===== src/rtl/halfstep_pkg.sv =====
package halfstep_pkg;
  localparam int PH_W = 3;

  typedef enum logic [2:0] {
    RC_STOP  = 3'b000,
    RC_X1    = 3'b001,
    RC_X1P5  = 3'b010,
    RC_RSV_A = 3'b011,
    RC_X2    = 3'b100,
    RC_X2P5  = 3'b101,
    RC_X3    = 3'b110,
    RC_RSV_B = 3'b111
  } ratio_code_e;

  // Period length in half core cycles; zero means stopped.
  function automatic logic [PH_W-1:0] halves_of(input logic [2:0] code);
    case (ratio_code_e'(code))
      RC_X1:   halves_of = PH_W'(2);
      RC_X1P5: halves_of = PH_W'(3);
      RC_X2:   halves_of = PH_W'(4);
      RC_X2P5: halves_of = PH_W'(5);
      RC_X3:   halves_of = PH_W'(6);
      default: halves_of = '0;
    endcase
  endfunction

  function automatic logic is_reserved(input logic [2:0] code);
    return (ratio_code_e'(code) == RC_RSV_A) || (ratio_code_e'(code) == RC_RSV_B);
  endfunction
endpackage


===== src/rtl/ratio_capture.sv =====
module ratio_capture
  import halfstep_pkg::*;
(
  input  logic            clk,
  input  logic            rst_n,
  input  logic [2:0]      code_in,
  output logic            changed,
  output logic [PH_W-1:0] halves,
  output logic            run,
  output logic            bad
);
  logic [2:0] code_q;

  always_ff @(posedge clk) begin
    if (!rst_n) code_q <= 3'b000;
    else        code_q <= code_in;
  end

  always_comb begin
    changed = (code_in != code_q);
    halves  = halves_of(code_q);
    run     = (halves != '0);
    bad     = is_reserved(code_q);
  end

  assert_reserved_stops_R2: assert property (@(posedge clk) disable iff (!rst_n)
    bad |-> !run);
endmodule


===== src/rtl/slot_phase.sv =====
module slot_phase
  import halfstep_pkg::*;
(
  input  logic            clk,
  input  logic            rst_n,
  input  logic            restart,
  input  logic            run,
  input  logic [PH_W-1:0] halves,
  output logic            start_pos,
  output logic            start_neg,
  output logic            level_pos,
  output logic            level_neg
);
  logic [PH_W-1:0] ph, slot1, ph_nxt, hi_len;
  logic [PH_W:0]   s1_sum, n_sum, lim;

  always_comb begin
    lim    = {1'b0, halves};
    s1_sum = {1'b0, ph} + 1'b1;
    slot1  = (s1_sum >= lim) ? PH_W'(s1_sum - lim) : PH_W'(s1_sum);
    n_sum  = {1'b0, slot1} + 1'b1;
    ph_nxt = (n_sum >= lim) ? PH_W'(n_sum - lim) : PH_W'(n_sum);
    hi_len = halves - (halves >> 1);
    start_pos = run && (ph == '0);
    start_neg = run && (slot1 == '0);
    level_pos = run && (ph < hi_len);
    level_neg = run && (slot1 < hi_len);
  end

  always_ff @(posedge clk) begin
    if (!rst_n)              ph <= '0;
    else if (restart || !run) ph <= '0;
    else                      ph <= ph_nxt;
  end

  assert_phase_in_range_R3: assert property (@(posedge clk) disable iff (!rst_n)
    run |-> (ph < halves));
  assert_single_start_R9: assert property (@(posedge clk) disable iff (!rst_n)
    !(start_pos && start_neg));
  assert_start_is_high_R4: assert property (@(posedge clk) disable iff (!rst_n)
    (start_pos |-> level_pos) and (start_neg |-> level_neg));
endmodule


===== src/rtl/period_lock.sv =====
module period_lock #(
  parameter int LOCK_PERIODS = 16,
  localparam int CNT_W = $clog2(LOCK_PERIODS + 1)
) (
  input  logic clk,
  input  logic rst_n,
  input  logic changed,
  input  logic run,
  input  logic tick,
  output logic locked
);
  logic [CNT_W-1:0] cnt;
  logic             full;

  assign full   = (cnt == CNT_W'(LOCK_PERIODS));
  assign locked = run && !changed && full;

  always_ff @(posedge clk) begin
    if (!rst_n)                cnt <= '0;
    else if (changed || !run)  cnt <= '0;
    else if (tick && !full)    cnt <= cnt + 1'b1;
  end

  assert_count_bounded_R6: assert property (@(posedge clk) disable iff (!rst_n)
    cnt <= CNT_W'(LOCK_PERIODS));
  assert_count_restarts_R6: assert property (@(posedge clk) disable iff (!rst_n)
    changed |=> (cnt == '0));
endmodule


===== src/rtl/halfstep_ratio_gen.sv =====
module halfstep_ratio_gen
  import halfstep_pkg::*;
#(
  parameter int LOCK_PERIODS = 16
) (
  input  logic       clk,
  input  logic       rst_n,
  input  logic [2:0] ratio_code,
  output logic       start_pos,
  output logic       start_neg,
  output logic       level_pos,
  output logic       level_neg,
  output logic       locked,
  output logic       bad_code
);
  logic            changed, run;
  logic [PH_W-1:0] halves;

  ratio_capture u_cap (
    .clk(clk), .rst_n(rst_n), .code_in(ratio_code),
    .changed(changed), .halves(halves), .run(run), .bad(bad_code)
  );

  slot_phase u_phase (
    .clk(clk), .rst_n(rst_n), .restart(changed), .run(run), .halves(halves),
    .start_pos(start_pos), .start_neg(start_neg),
    .level_pos(level_pos), .level_neg(level_neg)
  );

  period_lock #(.LOCK_PERIODS(LOCK_PERIODS)) u_lock (
    .clk(clk), .rst_n(rst_n), .changed(changed), .run(run),
    .tick(start_pos | start_neg), .locked(locked)
  );

  assert_drop_on_change_R7: assert property (@(posedge clk) disable iff (!rst_n)
    (ratio_code != $past(ratio_code)) |-> !locked);
  assert_stop_quiet_R1: assert property (@(posedge clk) disable iff (!rst_n)
    (ratio_code == 3'b000 && $past(ratio_code) == 3'b000) |->
      !(start_pos || start_neg || level_pos || level_neg || locked || bad_code));
endmodule


===== config.mk =====
export PLATFORM = sky130hd
export DESIGN_NAME = halfstep_ratio_gen
export DESIGN_NICKNAME = d
export VERILOG_FILES = /design/src/rtl/halfstep_pkg.sv /design/src/rtl/ratio_capture.sv /design/src/rtl/slot_phase.sv /design/src/rtl/period_lock.sv /design/src/rtl/halfstep_ratio_gen.sv
export SDC_FILE = /design/constraint.sdc
export NUM_CORES = 1
export LEC_CHECK = 0
export ABC_AREA = 1
export BUFFER_PORTS_ARGS = -buffer_cell sky130_fd_sc_hd__clkbuf_2
export CORE_UTILIZATION = 55
export CTS_CLUSTER_DIAMETER = 100
export DETAILED_ROUTE_END_ITERATION = 6
export PLACE_DENSITY_LB_ADDON = 0.2
export SYNTH_ARGS = -nofsm -noshare
export SYNTH_HDL_FRONTEND = slang
export SYNTH_SLANG_ARGS = --single-unit

===== constraint.sdc =====
create_clock -name clk -period 3.55 [get_ports clk]
set_input_delay 0 -clock clk [delete_from_list [all_inputs] [get_ports clk]]
set_output_delay 0 -clock clk [all_outputs]
set_load 0.01 [all_outputs]

==> impl_metrics.toml <==
[clock_network]
cts-root-buf = "clkbuf_4"
clk-insertion-delay-late_ps = 280
cts-htree-levels = 1
clkTransAtPathRegs_ps = 80
cts_buffers = 3
cts_sinks = 11
postCtsSetupBuffers = 0
cts_buffer_depth = 2
cts_tree = "done"

[synthesis]
yosysWarnings = 0
syn_inst = 150
ys.flop_type = "dfxtp_1"
synth_area_leader_cell = "dfxtp_1"
synth-seq-cells = 11
synth_area_leaders = "dfxtp_1, ha_1, inv_1"
synth-async-reset-ratio = 0
yosysMostFrequentCell = "inv_1"
syn_area_um2 = 1096
avgSynthCellArea_um2 = 7.307
ys_types = 23
yosysTopAreaCellShare = 0.2009
synthesis.nets = 174
synth_common_cells = "inv_1, nand2_1, ha_1, nand3_1, nor2_1"
synth_enable_flop_cells = 0
ys_seq_area_frac = 0.2009

[die]
rows = 15
die_h_um = 46.64
ioPinCount = 11
coreArea_um2 = 1802
dieArea_um2 = 2175
fp.dieW_um = 46.64
initial_core_util = 0.6083

[final_layout]
n_antenna_cell = 0
drive_gt1_frac = 0.1977
nets = 197
areaGrowthSynthToFinish_pct = 18.38

[route]
dr.pass1.iters = 5
antenna_left = 0
avgViaCountPerCell = 5.096
drt_iter0_markers = 14
drc = 0
wl_um = 2343
wire_per_inst_um = 11.89
vias = 1004

[power]
intPower_w = 0.0002722
power_w = 0.0004669
p_leak_nw = 0.6391
vdd_ir_drop_max_uv = 264.3
switching_share = 0.4169
power_frac_comb = 0.523
pwr_density_cell_nw_per_um2 = 359.8
clock_power_share = 0.196
power_switching_w = 0.0001946
sequentialPowerShare = 0.281

[placed_design]
io_buffers = 10
finalWeightedCongestion = 0.8851
dpl.hpwl_um = 1877

[global_route]
grt_pass1_wl_um = 3760
grt_max_degree = 8
gr-total-overflow = 0
grt_pass1_vias = 907
grtUsageTotal = 0.2562
antenna_found_initial = 0

[sta]
hold_viol = 0
skew_ps = 4.188
setup_viol = 0
rsz0062_at_grt = "false"
worst_pin_slew_ps = 340.8
fin_tns_setup_ps = 0
period_minus_slack_ps = 3312
post-route-period-util = 0.9328
fmax_mhz = 302.0
max_slew_margin = 0.7669
drv_slew = 0

[setup_path]
cp-end-kind = "flop"
cp.required_ps = 3720
worstSetupPathType = "flop to flop"
start_kind = "flop"
path_max_fanout = 5
worstPathArrival_ps = 3480

[job]
cap_violations = 0

[run_status]
outcome = "complete, no violations"

[hold_path]
hold_class = "input pin to flop"
state kept, by name (all words and copies together) (netlist names):
name          flops
u_lock.cnt        5
u_cap.code_q      3
u_phase.ph        3
kinds of logic (layout without fill, tap and decap cells):
group,Yosys count,after routing,synth area share
and+or+nand+nor,64,64,0.2980
buffers and inverters,28,50,0.09589
adders and majority gates,19,19,0.2306
AOI/OAI and AO/OA,17,17,0.08676
xor gates and xnor gates,11,11,0.08790
DFF,11,11,0.2009
final timing paths:
check / slack, ps / cells after the start / to / startpoint
worst max-delay path: 240 / 14 / u_phase.ph[1] / u_phase.ph[0]
worst min-delay path: 100 / 5 / u_phase.ph[2] / rst_n
worst max register to register: 240 / 14 / u_phase.ph[1] / u_phase.ph[0]
worst min register to register: 500 / 2 / u_lock.cnt[4] / u_lock.cnt[4]
per-stage QoR:
step | cells | util | setup slack, ps | hold slack (ps) | cell area, um^2
floorplan | 150 | - | 294.7 | 93.45 | 1096
global placement | 187 | 0.6618 | 222.5 | 215.7 | 1192
detailed placement | 187 | 0.6618 | 77.30 | 220.6 | 1192
CTS | 197 | 0.7097 | 63.21 | 92.79 | 1279
global route | 197 | 0.7201 | 26.62 | 101.3 | 1297
finish | 197 | 0.7201 | 238.5 | 95.81 | 1297
per-layer routing:
layer  GRT usage  vias up  routed length, um
met2      0.4444       24               1098
li1            -      522                  -
met1      0.2925      450               1087
met5           0        -                  0
met4      0.1029        0                 55
met3     0.07059        8                101
layout by cell type, fill, tap and decap left out, types with 4 or more instances in the layout:
| cell | instances |
|---|---|
| inv_1 | 27 |
| nand2_1 | 19 |
| ha_1 | 16 |
| nand3_1 | 14 |
| nor2_1 | 13 |
| a21oi_1 | 11 |
| clkbuf_2 | 10 |
| dfxtp_1 | 10 |
| xnor2_1 | 7 |
| dlygate4sd3_1 | 6 |
| nand2_2 | 5 |
| xor2_1 | 4 |
| nor2_2 | 4 |
layout make-up:
cell class                 instances  area (um^2)
inverter                          28        105.1
sequential                        11        221.5
clock buffer                       4        26.28
multi-input combinational        111        788.3
timing repair buffer              18        125.1
tap                               25        31.28
fill                             152        504.2
critical path, stage by stage, from the launching register on:
cell and delay [ps]:
dfxtp_1 420, inv_1 100, ha_1 380, fa_2 450
a21oi_2 180, nand3_2 110, nand2_2 90, nand2_2 100
ha_4 270, fa_1 430, a21o_1 170, a21oi_1 150
nand2_2 100, o21ai_0 170, nor2_1 80
power by group through the flow:
stage | logic, W | registers (W) | clock network, W
CTS | 0.000234 | 0.000131 | 0.0000893
detailed placement | 0.000228 | 0.000134 | 0
finish | 0.000244 | 0.000131 | 0.0000913
global route | 0.000271 | 0.000132 | 0.0000974
floorplan | 0.000177 | 0.000133 | 0
global placement | 0.000217 | 0.000134 | 0
timing repair:
action / in CTS / in global routing
hold buffers: 6 / 0
endpoints found under the hold margin: 3 / 0
gates resized for setup: 0 / 4
setup endpoints to repair: 0 / 3
No activity file was read; power rests on OpenSTA's default activity.
